--- src/rtl/prox_pkg.sv ---
package prox_pkg;
  localparam int N_STAGES   = 12;
  localparam int DW         = 16;
  localparam int STG_W      = 4;
  localparam int CNT_W      = 4;
  localparam int RTIM_W     = 8;
  localparam int LPRT_W     = 6;
  localparam int DET_W      = 6;
  localparam int DET_SHIFT  = 4;
  localparam int LVL_W      = 8;
  localparam int FILT_SHIFT = 4;
  localparam int DETL_W     = DET_W + DET_SHIFT;

  typedef struct packed {
    logic [CNT_W-1:0]  cnt_lim;
    logic [RTIM_W-1:0] recal_lim;
    logic [DETL_W-1:0] det_lvl;
    logic [LVL_W-1:0]  recal_lvl;
    logic [LVL_W-1:0]  upd_lvl;
  } stage_cfg_t;
endpackage

--- src/rtl/prox_cfg_regs.sv ---
module prox_cfg_regs
  import prox_pkg::*;
#(
  parameter int NUM_STAGES = N_STAGES
) (
  input  logic                  clk,
  input  logic                  rst_n,
  input  logic                  we_i,
  input  logic [1:0]            addr_i,
  input  logic [15:0]           wdata_i,
  input  logic                  low_power_i,
  output logic [NUM_STAGES-1:0] cal_en_o,
  output stage_cfg_t            cfg_o
);
  logic [NUM_STAGES-1:0] cal_en_q, cal_en_n;
  logic [CNT_W-1:0]      fp_cnt_q, fp_cnt_n, lp_cnt_q, lp_cnt_n;
  logic [DET_W-1:0]      det_q, det_n;
  logic [RTIM_W-1:0]     fp_rt_q, fp_rt_n;
  logic [LPRT_W-1:0]     lp_rt_q, lp_rt_n;
  logic [LVL_W-1:0]      rlvl_q, rlvl_n, ulvl_q, ulvl_n;
  logic                  unused_wdata_bits;

  assign unused_wdata_bits = ^{wdata_i[15:14]};

  always_comb begin
    cal_en_n = cal_en_q;
    fp_cnt_n = fp_cnt_q;
    lp_cnt_n = lp_cnt_q;
    det_n    = det_q;
    fp_rt_n  = fp_rt_q;
    lp_rt_n  = lp_rt_q;
    rlvl_n   = rlvl_q;
    ulvl_n   = ulvl_q;
    if (we_i) begin
      unique case (addr_i)
        2'd0: cal_en_n = wdata_i[NUM_STAGES-1:0];
        2'd1: begin
          fp_cnt_n = wdata_i[CNT_W-1:0];
          lp_cnt_n = wdata_i[2*CNT_W-1:CNT_W];
          det_n    = wdata_i[2*CNT_W+DET_W-1:2*CNT_W];
        end
        2'd2: begin
          fp_rt_n = wdata_i[RTIM_W-1:0];
          lp_rt_n = wdata_i[RTIM_W+LPRT_W-1:RTIM_W];
        end
        default: begin
          rlvl_n = wdata_i[LVL_W-1:0];
          ulvl_n = wdata_i[2*LVL_W-1:LVL_W];
        end
      endcase
    end
  end

  always_ff @(posedge clk or negedge rst_n) begin
    if (!rst_n) begin
      cal_en_q <= '0;
      fp_cnt_q <= '0;
      lp_cnt_q <= '0;
      det_q    <= '0;
      fp_rt_q  <= '0;
      lp_rt_q  <= '0;
      rlvl_q   <= '0;
      ulvl_q   <= '0;
    end else if (we_i) begin
      cal_en_q <= cal_en_n;
      fp_cnt_q <= fp_cnt_n;
      lp_cnt_q <= lp_cnt_n;
      det_q    <= det_n;
      fp_rt_q  <= fp_rt_n;
      lp_rt_q  <= lp_rt_n;
      rlvl_q   <= rlvl_n;
      ulvl_q   <= ulvl_n;
    end
  end

  always_comb begin
    cal_en_o          = cal_en_q;
    cfg_o.cnt_lim     = low_power_i ? lp_cnt_q : fp_cnt_q;
    cfg_o.recal_lim   = low_power_i ? RTIM_W'(lp_rt_q) : fp_rt_q;
    cfg_o.det_lvl     = {det_q, {DET_SHIFT{1'b0}}};
    cfg_o.recal_lvl   = rlvl_q;
    cfg_o.upd_lvl     = ulvl_q;
  end
endmodule

--- src/rtl/prox_stage_tracker.sv ---
module prox_stage_tracker
  import prox_pkg::*;
(
  input  logic          clk,
  input  logic          rst_n,
  input  logic          hit_i,
  input  logic [DW-1:0] data_i,
  input  logic          tick_i,
  input  logic          cal_en_i,
  input  stage_cfg_t    cfg_i,
  output logic [DW-1:0] amb_o,
  output logic          prox_o
);
  localparam int XW = DW + 2;

  logic [DW-1:0]     amb_q, amb_n, last_q, last_n;
  logic              seeded_q, seeded_n, prox_q, prox_n;
  logic              far_seen_q, far_seen_n, high_seen_q, high_seen_n;
  logic [CNT_W-1:0]  quiet_q, quiet_n;
  logic [RTIM_W-1:0] rt_q, rt_n;

  logic signed [XW-1:0] diff, step, sum;
  logic [XW-1:0]        absd;
  logic [DW-1:0]        filt;
  logic                 far, high, upd;
  logic [CNT_W-1:0]     lim_eff;
  logic [CNT_W:0]       quiet_inc;
  logic [RTIM_W:0]      rt_inc;

  always_comb begin
    diff = $signed({2'b00, data_i}) - $signed({2'b00, amb_q});
    absd = diff[XW-1] ? $unsigned(-diff) : $unsigned(diff);
    step = diff >>> FILT_SHIFT;
    sum  = $signed({2'b00, amb_q}) + step;
    if (sum[XW-1])      filt = '0;
    else if (sum[DW])   filt = '1;
    else                filt = sum[DW-1:0];
    far  = absd > XW'(cfg_i.det_lvl);
    high = !diff[XW-1] && (absd > XW'(cfg_i.recal_lvl));
    upd  = absd > XW'(cfg_i.upd_lvl);
    lim_eff   = (cfg_i.cnt_lim == '0) ? CNT_W'(1) : cfg_i.cnt_lim;
    quiet_inc = {1'b0, quiet_q} + 1'b1;
    rt_inc    = {1'b0, rt_q} + 1'b1;
  end

  always_comb begin
    amb_n       = amb_q;
    last_n      = last_q;
    seeded_n    = seeded_q;
    prox_n      = prox_q;
    far_seen_n  = far_seen_q;
    high_seen_n = high_seen_q;
    quiet_n     = quiet_q;
    rt_n        = rt_q;
    if (hit_i) begin
      last_n = data_i;
      if (!seeded_q) begin
        if (cal_en_i) begin
          amb_n    = data_i;
          seeded_n = 1'b1;
        end
      end else begin
        if (far) begin
          prox_n     = 1'b1;
          quiet_n    = '0;
          far_seen_n = 1'b1;
        end
        if (high) high_seen_n = 1'b1;
        if (cal_en_i && !prox_n && upd) amb_n = filt;
      end
    end else if (tick_i) begin
      if (prox_q) begin
        if (far_seen_q) begin
          quiet_n = '0;
        end else if (quiet_inc >= {1'b0, lim_eff}) begin
          prox_n  = 1'b0;
          quiet_n = '0;
        end else begin
          quiet_n = quiet_inc[CNT_W-1:0];
        end
      end
      if (high_seen_q && cal_en_i && (cfg_i.recal_lim != '0)) begin
        if (rt_inc >= {1'b0, cfg_i.recal_lim}) begin
          amb_n   = last_q;
          prox_n  = 1'b0;
          quiet_n = '0;
          rt_n    = '0;
        end else begin
          rt_n = rt_inc[RTIM_W-1:0];
        end
      end else begin
        rt_n = '0;
      end
      far_seen_n  = 1'b0;
      high_seen_n = 1'b0;
    end
  end

  always_ff @(posedge clk or negedge rst_n) begin
    if (!rst_n) begin
      amb_q       <= '0;
      last_q      <= '0;
      seeded_q    <= 1'b0;
      prox_q      <= 1'b0;
      far_seen_q  <= 1'b0;
      high_seen_q <= 1'b0;
      quiet_q     <= '0;
      rt_q        <= '0;
    end else if (hit_i || tick_i) begin
      amb_q       <= amb_n;
      last_q      <= last_n;
      seeded_q    <= seeded_n;
      prox_q      <= prox_n;
      far_seen_q  <= far_seen_n;
      high_seen_q <= high_seen_n;
      quiet_q     <= quiet_n;
      rt_q        <= rt_n;
    end
  end

  assign amb_o  = amb_q;
  assign prox_o = prox_q;

  assert_seed_exact_R1: assert property (@(posedge clk) disable iff (!rst_n)
    hit_i && !seeded_q && cal_en_i |=> (amb_q == $past(data_i)) && !prox_q);

  assert_unseeded_quiet_R1: assert property (@(posedge clk) disable iff (!rst_n)
    !seeded_q |-> !prox_q);

  assert_far_sets_prox_R3: assert property (@(posedge clk) disable iff (!rst_n)
    hit_i && seeded_q && far |=> prox_q);

  assert_frozen_in_prox_R4: assert property (@(posedge clk) disable iff (!rst_n)
    prox_q && !tick_i |=> $stable(amb_q));

  assert_disabled_stable_R5: assert property (@(posedge clk) disable iff (!rst_n)
    !cal_en_i |=> $stable(amb_q));

  assert_clear_at_tick_R6: assert property (@(posedge clk) disable iff (!rst_n)
    $fell(prox_q) |-> $past(tick_i));

  assert_timer_reset_R7: assert property (@(posedge clk) disable iff (!rst_n)
    tick_i && !high_seen_q |=> rt_q == '0);
endmodule

--- src/rtl/prox_amb_readout.sv ---
module prox_amb_readout
  import prox_pkg::*;
#(
  parameter int NUM_STAGES = N_STAGES
) (
  input  logic [NUM_STAGES*DW-1:0] amb_flat_i,
  input  logic [STG_W-1:0]         sel_i,
  output logic [DW-1:0]            data_o
);
  always_comb begin
    data_o = '0;
    for (int k = 0; k < NUM_STAGES; k++) begin
      if (sel_i == STG_W'(k)) data_o = amb_flat_i[k*DW +: DW];
    end
  end
endmodule

--- src/rtl/prox_ambient_tracker.sv ---
module prox_ambient_tracker
  import prox_pkg::*;
#(
  parameter int NUM_STAGES = N_STAGES
) (
  input  logic                  clk,
  input  logic                  rst_n,
  input  logic                  cfg_we,
  input  logic [1:0]            cfg_addr,
  input  logic [15:0]           cfg_wdata,
  input  logic                  low_power,
  input  logic                  res_valid,
  input  logic [STG_W-1:0]      res_stage,
  input  logic [DW-1:0]         res_data,
  input  logic                  seq_end,
  input  logic [STG_W-1:0]      amb_rd_stage,
  output logic [NUM_STAGES-1:0] prox_status,
  output logic [DW-1:0]         amb_rd_data
);
  logic [NUM_STAGES-1:0]    cal_en;
  stage_cfg_t               cfg;
  logic [NUM_STAGES*DW-1:0] amb_flat;

  prox_cfg_regs #(.NUM_STAGES(NUM_STAGES)) cfg_i (
    .clk        (clk),
    .rst_n      (rst_n),
    .we_i       (cfg_we),
    .addr_i     (cfg_addr),
    .wdata_i    (cfg_wdata),
    .low_power_i(low_power),
    .cal_en_o   (cal_en),
    .cfg_o      (cfg)
  );

  for (genvar g = 0; g < NUM_STAGES; g++) begin : g_stage
    logic hit;
    assign hit = res_valid && (res_stage == STG_W'(g));
    prox_stage_tracker trk_i (
      .clk     (clk),
      .rst_n   (rst_n),
      .hit_i   (hit),
      .data_i  (res_data),
      .tick_i  (seq_end),
      .cal_en_i(cal_en[g]),
      .cfg_i   (cfg),
      .amb_o   (amb_flat[g*DW +: DW]),
      .prox_o  (prox_status[g])
    );
  end

  prox_amb_readout #(.NUM_STAGES(NUM_STAGES)) rd_i (
    .amb_flat_i(amb_flat),
    .sel_i     (amb_rd_stage),
    .data_o    (amb_rd_data)
  );

  assert_idle_holds_R8: assert property (@(posedge clk) disable iff (!rst_n)
    !res_valid && !seq_end |=> $stable(prox_status) && $stable(amb_flat));

  assert_bad_index_ignored_R8: assert property (@(posedge clk) disable iff (!rst_n)
    res_valid && (res_stage >= STG_W'(NUM_STAGES)) && !seq_end
      |=> $stable(prox_status) && $stable(amb_flat));
endmodule

--- config.mk ---
export PLATFORM = sky130hd
export DESIGN_NAME = prox_ambient_tracker
export DESIGN_NICKNAME = d
export VERILOG_FILES = /design/src/rtl/prox_pkg.sv /design/src/rtl/prox_cfg_regs.sv /design/src/rtl/prox_stage_tracker.sv /design/src/rtl/prox_amb_readout.sv /design/src/rtl/prox_ambient_tracker.sv
export SDC_FILE = /design/constraint.sdc
export NUM_CORES = 2
export LEC_CHECK = 0
export ABC_AREA = 1
export BUFFER_PORTS_ARGS = -buffer_cell sky130_fd_sc_hd__clkbuf_2
export CORE_ASPECT_RATIO = 1.25
export CORE_MARGIN = 8
export CORE_UTILIZATION = 48
export CTS_CLUSTER_DIAMETER = 40
export DETAILED_ROUTE_END_ITERATION = 10
export SKIP_LAST_GASP = 1
export SYNTH_ARGS = -nofsm -noshare
export SYNTH_HDL_FRONTEND = slang
export SYNTH_SLANG_ARGS = --single-unit
--- constraint.sdc ---
create_clock -name clk -period 4.8 [get_ports clk]
set_clock_uncertainty 0.05 [all_clocks]
set_input_delay 0.48 -clock clk [delete_from_list [all_inputs] [get_ports clk]]
set_output_delay 0.48 -clock clk [all_outputs]
set_load 0.05 [all_outputs]
* Word-level counts from Yosys, hierarchy flattened *
Cells that the tools add are included.

storage, ports and cells
  bits in registers = 632
  bits of input ports = 48
  output and inout bits = 28

cells by class
  equality and inequality tests = 84
  multiplexer cells = 496
  order comparisons = 60
  reductions and logical operators = 226
  add/sub/neg operators = 60
  bitwise gates (word level) = 13

operators with widths
  cell                                                                    number
  16-bit 2-to-1 mux                                                       120
  4-bit 2-to-1 mux                                                        110
  18-bit by 8-bit > comparator with 1-bit output                          24
  1-bit 2-to-1 mux                                                        229
  17-bit by 13-bit adder with 18-bit output                               12
  18-bit by 10-bit > comparator with 1-bit output                         12
  18-bit 2-to-1 mux                                                       12
  17-bit negator with 18-bit output                                       12
  16-bit by 16-bit subtractor with 17-bit output                          12
  8-bit 2-to-1 mux                                                        25
  8-bit by 1-bit adder with 9-bit output (second input constant)          12
  9-bit by 8-bit >= comparator with 1-bit output                          12
  4-bit AND reduction                                                     24
  1-bit logical AND                                                       72
  2-bit != test (second input constant)                                   36
  3-bit != test (second input constant)                                   24
  3-bit AND reduction                                                     24
  6-bit AND reduction                                                     12
  2-bit nonzero test                                                      36
  4-bit by 1-bit adder with 5-bit output (second input constant)          12
  5-bit by 4-bit >= comparator with 1-bit output                          12
  4-bit by 3-bit equality test with 1-bit output (second input constant)  8
  4-bit equality test (second input constant)                             8
  2-bit AND reduction                                                     16
  other kinds (11)                                                        63

* Depth between registers and ports, before layout *
  word-level depth = 13
  mapped depth = 35
  gate-level depth less buffers = 33

* Hierarchy *
From an unflattened synthesis, not the netlist that was laid out.

unflattened totals
  cell total of the unflattened synthesis = 12286
  area total of the unflattened synthesis = 76931.3 µm²

modules (own cells, without submodules)
  module                                       area an instance (µm²)  instances  cells each
  prox_stage_tracker at g_stage[11].trk_i ...  6110.9                  6          970
  prox_stage_tracker at g_stage[0].trk_i ...   6043.3                  2          965
  prox_stage_tracker at g_stage[10].trk_i      6028.3                  1          968
  prox_stage_tracker at g_stage[2].trk_i       6000.8                  1          964
  prox_stage_tracker at g_stage[7].trk_i       5969.5                  1          959
  prox_stage_tracker at g_stage[9].trk_i       5894.4                  1          942
  prox_cfg_regs                                2483.6                  1          293
  prox_amb_readout                             1690.4                  1          383
  prox_ambient_tracker                         112.6                   1          27

* Worst setup path after synthesis *
Ideal clock, no wire load.

  kind = input -> register
  start point = input port res_data[1]
  end point = register g_stage[9].trk_i.amb_q[10]
  arrival = 4.727 ns
  required time = 4.633 ns
  setup time = 0.117 ns
  path slack = -0.094 ns
  stages on the path = 26
  cells stage by stage = inv_1 clkbuf_1 fa_1 inv_1 nand3_1 nand2_1 xor2_1 ha_1 inv_1 fa_1 o21ai_0 nand2_1 o311ai_0 nand2_1 nand3_1 nand3b_1 nand2_1 nand2_1 nand2_1 xor2_1 buf_2 nand2_1 nand3_1 nand2_1 nand3_1 nand2_1

between the ends
  longest elaborated chain between the ends = 12
  elaborated cells on any way between the ends = 19
  those cells by class = add/sub (3); order compare (2); eq/ne (1); mux (9); reduce/logical (4)

RTL lines
  element                                             RTL line                    text
  start, declared                                     prox_ambient_tracker.sv:14  input logic [DW-1:0] res_data,
  16-bit by 16-bit subtractor with 17-bit output (*)  prox_stage_tracker.sv:31    diff = $signed({2'b00, data_i}) - $signed({2'b00, amb_q});
  17-bit negator with 18-bit output                   prox_stage_tracker.sv:32    absd = diff[XW-1] ? $unsigned(-diff) : $unsigned(diff);
  18-bit 2-to-1 mux                                   prox_stage_tracker.sv:32
  18-bit by 10-bit > comparator with 1-bit output     prox_stage_tracker.sv:38    far = absd > XW'(cfg_i.det_lvl);
  1-bit 2-to-1 mux                                    prox_stage_tracker.sv:63    if (far) begin
  1-bit 2-to-1 mux                                    prox_stage_tracker.sv:57    if (!seeded_q) begin
  1-bit 2-to-1 mux                                    prox_stage_tracker.sv:55    if (hit_i) begin
  1-bit zero test                                     prox_stage_tracker.sv:69    if (cal_en_i && !prox_n && upd) amb_n = filt;
  1-bit logical AND (2 in a row)                      prox_stage_tracker.sv:69
  3-bit != test (no line)                             -
  6-bit AND reduction (no line)                       -
  end signal, assigned                                prox_stage_tracker.sv:110   amb_q <= amb_n;
  end, declared                                       prox_stage_tracker.sv:16    logic [DW-1:0] amb_q, amb_n, last_q, last_n;

Mark *: on every way between the ends. The rest lies on a longest branch, timed or not. The select of a mux whose other input is x is not followed.
A chain may end at the register's enable or synchronous reset.

* Worst setup path after layout *
  start point = input port amb_rd_stage[3]
  end point = output port amb_rd_data[8]

between the ends
  longest elaborated chain between the ends = 13
  elaborated cells on any way between the ends = 24
  those cells by class = eq/ne (11); mux (12); reduce/logical (1)

RTL lines
  element                          RTL line                    text
  start, declared                  prox_ambient_tracker.sv:16  input logic [STG_W-1:0] amb_rd_stage,
  4-bit zero test                  prox_amb_readout.sv:13      if (sel_i == STG_W'(k)) data_o = amb_flat_i[k*DW +: DW];
  16-bit 2-to-1 mux (11 in a row)  prox_amb_readout.sv:13
  16-bit 2-to-1 mux (*)            prox_amb_readout.sv:13
  end, declared                    prox_ambient_tracker.sv:18  output logic [DW-1:0] amb_rd_data

Mark *: on every way between the ends. The rest lies on a longest branch, timed or not.

==> out/qor.csv <==
metric,value,unit
H-tree depth,3,
Die H,442.1,µm
CTS tree,yes,
DP Area,76900,µm²
largest net degree at the start of global routing,121,
CP max stage delay,0.77,ns
slack of the critical path,0.1612,ns
clk sinks,632,
initial drt markers,7009,
Initial Util,0.4826,
DR DRC count,0,
root buf cell,clkbuf_16,
final core occ,0.5616,
final-report max-slew violation count,0,
clk_lat worst skew,0.78,ns
ratio of final minimum period to clock period,0.9664,
share of cells above drive strength 1,0.1098,
Slew headroom,0.2342,
VDD IR-drop max,304.4,µV
crit path kind,in2out,
#FFs+latches synth,632,
Bufs on Longest Clock Path,3,
average size of a mapped cell,6.467,µm²
outcome,"finished, final reports clean",
Final Non-Filler Cells,13450,
drt pass-1 iters,6,
Tot Pwr,35.17,mW
worst-path fanout max,13,
Leak Pwr,44.53,nW
Global Route Usage Sum,0.3526,
drt total wl,286500,µm
Startpoint Class,primary input,
number of flops mapped to enable cells by yosys,0,
post-synthesis net count,11680,
die area,157800,µm²
RePlAce Congestion,0.9987,
most frequent cells in the layout,"3,362 x nand2_1, 1,463 x inv_1, 1,099 x nand3_1",
Die Wd,356.9,µm
fin area,81110,µm²
"Setup violations, final",0,
post-route setup TNS,0,ns
WP data arrival,4.11,ns
ANT nets after route,0,
dpl hpwl,226300,µm
CP most frequent cell,clkbuf_2,
"most common cell after layout, fill and taps aside",nand2_1,
slowest CP cell,nor4_1,
maxcap violations,0,
area growth from synthesis to layout,16.35,%
via/cell ratio,5.636,
Final Hold Fails,0,
Port Buf Inserts,75,
vias in the first global route,71390,
minimum clock period after layout,4.639,ns
PwrDens,433.7,nW/µm²
Hold WS,0.05277,ns
Syn. warnings,0,
worst slew pin tran,1.147,ns
average routed wire per standard cell,21.31,µm
setup bufs post-CTS,0,
"Clk pin slew, worst setup/hold paths",0.06,ns
"Cell Chain, Critical Path","clkbuf_2, nor2_1, nand2_1, o22ai_1, a221oi_1, o211ai_1, nor4_1, o2111ai_1, clkbuf_2",
core area,144400,µm²
pre-CTS setup slack,-0.3318,ns
first-pass GRT wire length,428900,µm
Worst Hold Class,in2reg,
CTS buffer count,111,
routed via count,75780,
DP Cell Count,13190,
top_reg_cell synth,dfrtp_1,
Post-synth ARST share,1.000,
Critical Path Sink Type,primary output,
Synth Instances,10780,
sequential element share of the synthesized area,0.2269,
unrepaired setup endpoints after global routing,no,
# IOs,76,
Overflow after GRT,0,
Worst EP required,4.27,ns
Max Clk Rate,215.6,MHz
row cnt,156,
antenna violations before repair,22,
Synth Cell Area,69710,µm²
Yosys cell types,79,
Layout Nets,12320,
==> Yosys cell counts (all sizes together), types with 2 or more instances <==
| cell | n | area share |
|---|---|---|
| clkinv | 14 | 0.00075 |
| nand3 | 1123 | 0.082 |
| a21boi | 5 | 0.00054 |
| o211ai | 33 | 0.0036 |
| a41oi | 2 | 0.00025 |
| o311ai | 2 | 0.00025 |
| o21ai | 673 | 0.049 |
| nor4 | 15 | 0.0013 |
| o2111ai | 28 | 0.0035 |
| buf | 101 | 0.0098 |
| dfrtp | 632 | 0.23 |
| o22ai | 34 | 0.0031 |
| and3 | 5 | 0.00045 |
| mux2i | 8 | 0.0011 |
| clkbuf | 111 | 0.0061 |
| a21o | 30 | 0.0032 |
| nor2 | 729 | 0.042 |
| a32o | 24 | 0.0034 |
| ha | 828 | 0.15 |
| o221ai | 4 | 0.00050 |
| o21a | 12 | 0.0013 |
| nor3 | 96 | 0.0070 |
| nand2 | 3465 | 0.19 |
| a21oi | 499 | 0.037 |
| or3 | 2 | 0.00018 |
| o21bai | 50 | 0.0055 |
| nor3b | 4 | 0.00043 |
| xnor2 | 77 | 0.0099 |
| a31o | 5 | 0.00063 |
| inv | 1526 | 0.082 |
| a2111oi | 3 | 0.00038 |
| o32ai | 40 | 0.0050 |
| xor2 | 240 | 0.031 |
| or4 | 3 | 0.00032 |
| or2 | 30 | 0.0027 |
| and2 | 9 | 0.00081 |
| a211oi | 9 | 0.00097 |
| o31ai | 13 | 0.0016 |
| fa | 24 | 0.0069 |
| nand4 | 160 | 0.015 |
| nand3b | 72 | 0.0078 |
| a31oi | 17 | 0.0015 |
| a221o | 2 | 0.00029 |
| a221oi | 12 | 0.0015 |
==> logic make-up after synthesis <==
group | after synthesis | synth area share
AND/OR/NAND/NOR | 5715 | 0.3527
buffers and inverters | 1752 | 0.09881
AO/OA/AOI/OAI | 1503 | 0.1240
adder cells (fa/ha/maj) | 852 | 0.1555
flip-flops | 632 | 0.2269
XOR/XNOR | 317 | 0.04096
multiplexers | 8 | 0.001149
==> where the power goes <==
part,total (mW),switching [mW],internal (mW),leakage (nW)
clock,8.47,3.28,5.18,1.92
sequential,7.03,0.868,6.16,8.32
combinational,19.7,12.4,7.25,34.3
total,35.2,16.6,18.6,44.5
==> final timing paths <==
path / from / endpoint / slack [ns] / depth (start not counted)
worst max register to register: g_stage[2].trk_i.amb_o[0] / g_stage[2].trk_i.amb_o[10] / 0.30 / 30
worst min-delay path: cfg_wdata[10] / cfg_i.det_q[2] / 0.05 / 3
min in group asynchronous: rst_n / g_stage[1].trk_i.quiet_q[2] / 0.27 / 2
worst max-delay path: amb_rd_stage[3] / amb_rd_data[8] / 0.16 / 9
worst min register to register: g_stage[1].trk_i.last_q[14] / g_stage[1].trk_i.last_q[14] / 0.41 / 2
max in group asynchronous: rst_n / g_stage[8].trk_i.amb_o[3] / 3.22 / 3
==> cell type report <==
cell class                 instances  area [µm²]
multi-input combinational       8395       47060
inverter                        1540        5781
sequential                       632       15820
clock buffer                     131        3023
clock inverter                    78       977.2
fill                           14420       63330
antenna                           32       80.08
tap                             1896        2372
timing repair buffer             742        5998
==> sequential cells by signal, summed over array words and instances (netlist names), 6 cells and up <==
register / flops
g_stage.trk_i.far_seen_q: 12
g_stage.trk_i.prox_o: 12
cfg_i.rlvl_q: 8
g_stage.trk_i.rt_q: 96
g_stage.trk_i.last_q: 192
g_stage.trk_i.quiet_q: 48
cfg_i.cal_en_o: 12
cfg_i.ulvl_q: 8
g_stage.trk_i.amb_o: 192
cfg_i.det_q: 6
g_stage.trk_i.high_seen_q: 12
cfg_i.fp_rt_q: 8
cfg_i.lp_rt_q: 6
g_stage.trk_i.seeded_q: 12
==> metal layers <==
metal | part of all wire | wire length [µm] | vias to the layer above | global-route usage
met3 | 0.083 | 23640 | 704 | 0.06445
met5 | 0.00027 | 78 | - | 0
met4 | 0.057 | 16470 | 12 | 0.1893
met1 | 0.42 | 119300 | 35500 | 0.4554
met2 | 0.44 | 127000 | 2862 | 0.5572
li1 | - | - | 36710 | -
==> repair_timing <==
action / 4_1_cts / 5_1_grt
hold buffers: 12 / 0
endpoints found under the setup margin: 0 / 49
gates resized for setup: 0 / 9
hold endpoints to repair: 93 / 0
==> critical path, delay by kind of cell <==
| family | cells | cell delay (ns) |
|---|---|---|
| buffers and inverters | 2 | 0.51 |
| AOI/OAI and AO/OA | 4 | 1.66 |
| and+or+nand+nor | 3 | 1.44 |
No activity file was read; power rests on OpenSTA's default activity.
